### src/rtl/smram_pkg.sv
package smram_pkg;
  localparam int unsigned CFG_W = 8;
  typedef logic [CFG_W-1:0] cfg_t;

  // bits software may set, per layout
  function automatic cfg_t wr_mask(input logic newl);
    return newl ? cfg_t'(8'h7F) : cfg_t'(8'h3F);
  endfunction

  function automatic cfg_t rst_val(input logic newl);
    return newl ? cfg_t'(8'h02) : cfg_t'(8'h00);
  endfunction

  // bits whose change triggers re-evaluation of the open flag
  function automatic cfg_t decide_bits(input logic newl);
    return newl ? cfg_t'(8'h48) : cfg_t'(8'h20);
  endfunction

  function automatic logic opens(input logic newl, input cfg_t v);
    return newl ? (v[6] & v[3]) : v[5];
  endfunction
endpackage

### src/rtl/smram_cfg_reg.sv
module smram_cfg_reg
  import smram_pkg::*;
(
  input  logic clk,
  input  logic rst,
  input  logic layout_new,
  input  logic we,
  input  cfg_t wdata,
  output cfg_t reg_q
);
  always_ff @(posedge clk) begin
    if (rst)     reg_q <= rst_val(layout_new);
    else if (we) reg_q <= wdata & wr_mask(layout_new);
  end

  logic rst_d, lay_d;
  always_ff @(posedge clk) begin
    rst_d <= rst;
    lay_d <= layout_new;
  end

  // value leaving reset matches the layout seen at reset
  always_ff @(posedge clk) begin
    if (rst_d) begin
      a_r1_reset_value: assert (reg_q == rst_val(lay_d));
    end
  end

  // no bit outside the writable mask survives a write
  a_r2_masked: assert property (@(posedge clk) disable iff (rst)
    we |=> ((reg_q & ~$past(wr_mask(layout_new))) == '0));
endmodule

### src/rtl/smram_open_track.sv
module smram_open_track
  import smram_pkg::*;
(
  input  logic clk,
  input  logic rst,
  input  logic layout_new,
  input  logic we,
  input  cfg_t wdata,
  input  cfg_t reg_q,
  output logic win_open
);
  logic changed;
  assign changed = |((wdata ^ reg_q) & decide_bits(layout_new));

  always_ff @(posedge clk) begin
    if (rst)                win_open <= 1'b0;
    else if (we && changed) win_open <= opens(layout_new, wdata);
  end

  // without a deciding-bit change the flag holds
  a_r5_hold: assert property (@(posedge clk) disable iff (rst)
    !(we && changed) |=> $stable(win_open));

  // newer layout needs both bits
  a_r3_both_bits: assert property (@(posedge clk) disable iff (rst)
    (we && changed && layout_new) |=> (win_open == ($past(wdata[6]) && $past(wdata[3]))));

  // older layout follows bit 5
  a_r4_bit5: assert property (@(posedge clk) disable iff (rst)
    (we && changed && !layout_new) |=> (win_open == $past(wdata[5])));
endmodule

### src/rtl/smram_addr_route.sv
module smram_addr_route #(
  parameter int unsigned          ADDR_W   = 20,
  parameter logic [ADDR_W-1:0]    WIN_BASE = 20'hA0000,
  parameter logic [ADDR_W-1:0]    WIN_SIZE = 20'h20000
) (
  input  logic              clk,
  input  logic              rst,
  input  logic [ADDR_W-1:0] addr,
  input  logic              win_open,
  output logic              in_win,
  output logic              internal
);
  localparam logic [ADDR_W:0] WIN_END = {1'b0, WIN_BASE} + {1'b0, WIN_SIZE};

  logic hit;
  assign hit = (addr >= WIN_BASE) && ({1'b0, addr} < WIN_END);

  always_ff @(posedge clk) begin
    if (rst) begin
      in_win   <= 1'b0;
      internal <= 1'b0;
    end else begin
      in_win   <= hit;
      internal <= hit & win_open;
    end
  end

  // internal routing only for window addresses
  a_r8_internal_in_window: assert property (@(posedge clk) disable iff (rst)
    internal |-> in_win);

  // closed window sends the next access external
  a_r8_closed_external: assert property (@(posedge clk) disable iff (rst)
    !win_open |=> !internal);
endmodule

### src/rtl/smram_window_ctl.sv
module smram_window_ctl
  import smram_pkg::*;
#(
  parameter int unsigned       ADDR_W   = 20,
  parameter logic [ADDR_W-1:0] WIN_BASE = 20'hA0000,
  parameter logic [ADDR_W-1:0] WIN_SIZE = 20'h20000,
  parameter logic [ADDR_W-1:0] SMM_BASE = 20'hA0000
) (
  input  logic              clk,
  input  logic              rst,
  input  logic              layout_new,
  input  logic              cfg_we,
  input  logic [7:0]        cfg_wdata,
  output logic [7:0]        cfg_rdata,
  input  logic [ADDR_W-1:0] acc_addr,
  output logic              win_open,
  output logic              acc_in_window,
  output logic              acc_internal,
  output logic [ADDR_W-1:0] smm_base
);
  cfg_t reg_q;

  smram_cfg_reg u_reg (
    .clk(clk), .rst(rst), .layout_new(layout_new),
    .we(cfg_we), .wdata(cfg_wdata), .reg_q(reg_q)
  );

  smram_open_track u_open (
    .clk(clk), .rst(rst), .layout_new(layout_new),
    .we(cfg_we), .wdata(cfg_wdata), .reg_q(reg_q), .win_open(win_open)
  );

  smram_addr_route #(.ADDR_W(ADDR_W), .WIN_BASE(WIN_BASE), .WIN_SIZE(WIN_SIZE)) u_route (
    .clk(clk), .rst(rst), .addr(acc_addr), .win_open(win_open),
    .in_win(acc_in_window), .internal(acc_internal)
  );

  assign cfg_rdata = reg_q;
  assign smm_base  = SMM_BASE;
endmodule

### config.mk
export PLATFORM = sky130hd
export DESIGN_NAME = smram_window_ctl
export DESIGN_NICKNAME = d
export VERILOG_FILES = /design/src/rtl/smram_pkg.sv /design/src/rtl/smram_cfg_reg.sv /design/src/rtl/smram_open_track.sv /design/src/rtl/smram_addr_route.sv /design/src/rtl/smram_window_ctl.sv
export SDC_FILE = /design/constraint.sdc
export NUM_CORES = 1
export LEC_CHECK = 0
export BUFFER_PORTS_ARGS = -buffer_cell sky130_fd_sc_hd__buf_2
export CELL_PAD_IN_SITES_DETAIL_PLACEMENT = 0
export CELL_PAD_IN_SITES_GLOBAL_PLACEMENT = 1
export CORE_ASPECT_RATIO = 1.2
export CORE_MARGIN = 8
export CORE_UTILIZATION = 22
export DETAILED_ROUTE_END_ITERATION = 8
export PLACE_DENSITY_LB_ADDON = 0.1
export SLEW_MARGIN = 10
export SYNTH_ARGS = -nofsm -noshare
export SYNTH_HDL_FRONTEND = slang
export SYNTH_SLANG_ARGS = --single-unit
### constraint.sdc
create_clock -name clk -period 1.6 [get_ports clk]
set_input_delay 0.24 -clock clk [delete_from_list [all_inputs] [get_ports clk]]
set_output_delay 0.24 -clock clk [all_outputs]
set_load 0.05 [all_outputs]
==> impl_metrics.toml <==
[status]
status = "finished, final reports clean"

[min_path]
hold_start = "acc_addr[18]"
holdCritPathClass = "input pin to register"
hold_depth = 2
holdPathEnd = "u_route.in_win$_SDFF_PP0_"

[timing]
whs_ns = 0.156
fin_skew_ns = 0.00800
setup-violations-final = 0
fin_crit_ns = 1.22
finalHoldViolations = 0
slew_violations = 0
totalNegativeSetupSlack_ns = 0
post-route-period-util = 0.762
rsz0062_at_grt = "false"
fmaxAchievable_ghz = 0.820

[yosys]
synth_top_cell_area_share = 0.358
synth_seq_cells = 10
synthTopCellsByArea = "edfxtp_1 36%, buf_4 27%, dfxtp_1 10%"
synth_edf_count = 7
seq_area_frac_synth = 0.461
syn_area_per_cell_um2 = 10.5
synth.distinct_cells = 21
yosysWarnings = 0
synth_ff_type = "edfxtp_1"
yosys.area.top_type = "edfxtp_1"
async_flop_share = 0
synth_common_cells = "21 x buf_4, 7 x edfxtp_1, 3 x dfxtp_1, 3 x nor2b_1, 3 x xor2_1"
syn-cell-area_um2 = 587
postSynthCellCount = 56
yosysMostFrequentCell = "buf_4"

[cells_and_area]
fillers = 293
num_antenna_cells = 0
area_growth_pct = 17.3
layout-drive-gt1-share = 0.388
fin_nets = 113
final_area_um2 = 688

[pwr]
power.total_uw = 776
p_sw_uw = 302
vdd_drop_max_mv = 0.233
p_comb_frac = 0.317
leakage_uw = 0.000346
powerDensity_nw_per_um2 = 1130
p_seq_frac = 0.392
clkPwrFrac = 0.291
p_int_uw = 475
p_sw_frac = 0.389

[cts]
clkTransAtPathRegs_ns = 0.07
ctsHoldBuffers = 0
cts_buffers = 3
cts_sinks = 10
htreeDepth = 1
cts_resized = 0
clock_latency_ns = 0.26
cts_tree = "built"
cts_setup_buffers = 0
clockBufferDepth = 2
ctsRootBufferMaster = "clkbuf_4"

[drt]
detail_route.first_pass.iterations = 2
drc = 0
drt-initial-drc-count = 6
wl_per_cell_um = 11.2
viasPerCell = 3.35
vias = 378
final_antenna_net_count = 0
wirelength_mm = 1.27

[worst_setup_path]
critPathCaptureType = "register"
r2r-end = "u_open.win_open$_SDFFE_PP0P_"
worstPathArrival_ns = 1.41
crit_buf_inv = 0
cp_max_fo = 2
r2r_cells = 4
start_kind = "register"
path_cells = "xor2_1 -> nor3_1 -> or3_1 -> a21oi_1"
rrSetupSlack_ns = 0.38
cp_slowest_stage_delay_ns = 0.41
cp.required_ns = 1.79
path_delay_family = "simple AND/OR/NAND/NOR gates"
slowest_stage = "edfxtp_1"
worstSetupPathType = "register to register"
r2r_start = "u_reg.reg_q[6]$_SDFFCE_PP0P_"

[global_routing]
grt_use_total = 0.0547
grt_overflow = 0
grt_max_degree = 11
grt_pass1_wl_mm = 2.01
grt_pass1_vias = 424
grt_antenna_before_repair = 0

[floorplan]
die_y_um = 72.6
fp.coreArea_um2 = 2530
die_w_um = 63.1
rows = 20
ios = 63
dieArea_um2 = 4580
start_util = 0.232

[place]
placed_cell_area_um2 = 652
placement.io_buffers = 23
dp_hpwl_mm = 1.08
globalplace.congestion = 0.698

[job]
maxCapViolCount = 0
-- power by group through the flow --
| stage | logic, uW | clock network (uW) | registers (uW) |
|---|---|---|---|
| after floorplan | 175 | 0 | 379 |
| after global placement | 248 | 0 | 310 |
| after detailed placement | 247 | 0 | 311 |
| after CTS | 247 | 238 | 305 |
| after global routing | 260 | 246 | 307 |
| final | 246 | 226 | 305 |
-- cells by family after synthesis --
family,synth area share
flops,0.461
simple gates,0.145
other cells,0.0128
buf+inv,0.284
xor+xnor,0.0448
mux,0.0192
compound gates,0.0341
-- worst max-delay path by stage --
stage,to,slack (ns),cells past startpoint,from
after floorplan,u_open.win_open$_SDFFE_PP0P_,0.17,4,u_reg.reg_q[6]$_SDFFCE_PP0P_
after global placement,u_open.win_open$_SDFFE_PP0P_,0.40,4,u_reg.reg_q[6]$_SDFFCE_PP0P_
after detailed placement,u_open.win_open$_SDFFE_PP0P_,0.39,4,u_reg.reg_q[6]$_SDFFCE_PP0P_
after CTS,u_open.win_open$_SDFFE_PP0P_,0.36,4,u_reg.reg_q[6]$_SDFFCE_PP0P_
after global routing,u_open.win_open$_SDFFE_PP0P_,0.25,4,u_reg.reg_q[5]$_SDFFCE_PP0P_
final,u_open.win_open$_SDFFE_PP0P_,0.38,4,u_reg.reg_q[6]$_SDFFCE_PP0P_
-- metal layers --
metal  track usage  part of all wire  vias up
li1              -                 -      187
met4        0.0152                 0        0
met3        0.0399              0.14        0
met2        0.0935              0.52       22
met1        0.0509              0.34      169
met5             0                 0        -
-- final cells by class --
cell class | instances | area, um^2 | share of cell area
multi-input cells | 42 | 221 | 0.322
well taps | 33 | 41.3 | 0.0600
clock buffers | 4 | 36.3 | 0.0527
inverters | 1 | 3.75 | 0.00545
flip-flops and latches | 10 | 270 | 0.393
repair buffers | 23 | 115 | 0.167
-- sequential cells by signal (all words and copies together), names as in the netlist --
signal            cells
u_reg.reg_q           7
u_open.win_open       1
u_route.in_win        1
u_route.internal      1
-- placed cells by master (no fill, tap or decap) --
master,n
or3_1,1
nor2b_2,2
or2_2,1
dfxtp_1,3
clkbuf_8,1
xor2_1,3
and2_1,1
buf_2,23
nor2_1,1
o21ai_0,1
and3_2,1
a21oi_1,2
nor3_1,1
clkbuf_4,3
nor2b_1,3
nor4bb_1,1
mux2_1,1
conb_1,21
inv_1,1
o21ai_1,1
edfxtp_1,7
nand2_1,1
-- stage by stage --
step	worst slack, ns	instances	util
2_1_floorplan	0.171	75	-
6_report	0.381	113	0.272
4_1_cts	0.361	113	0.272
3_5_place_dp	0.389	109	0.258
5_1_grt	0.253	113	0.272
3_3_place_gp	0.396	109	0.258
Power figures use the tool's default switching activity.
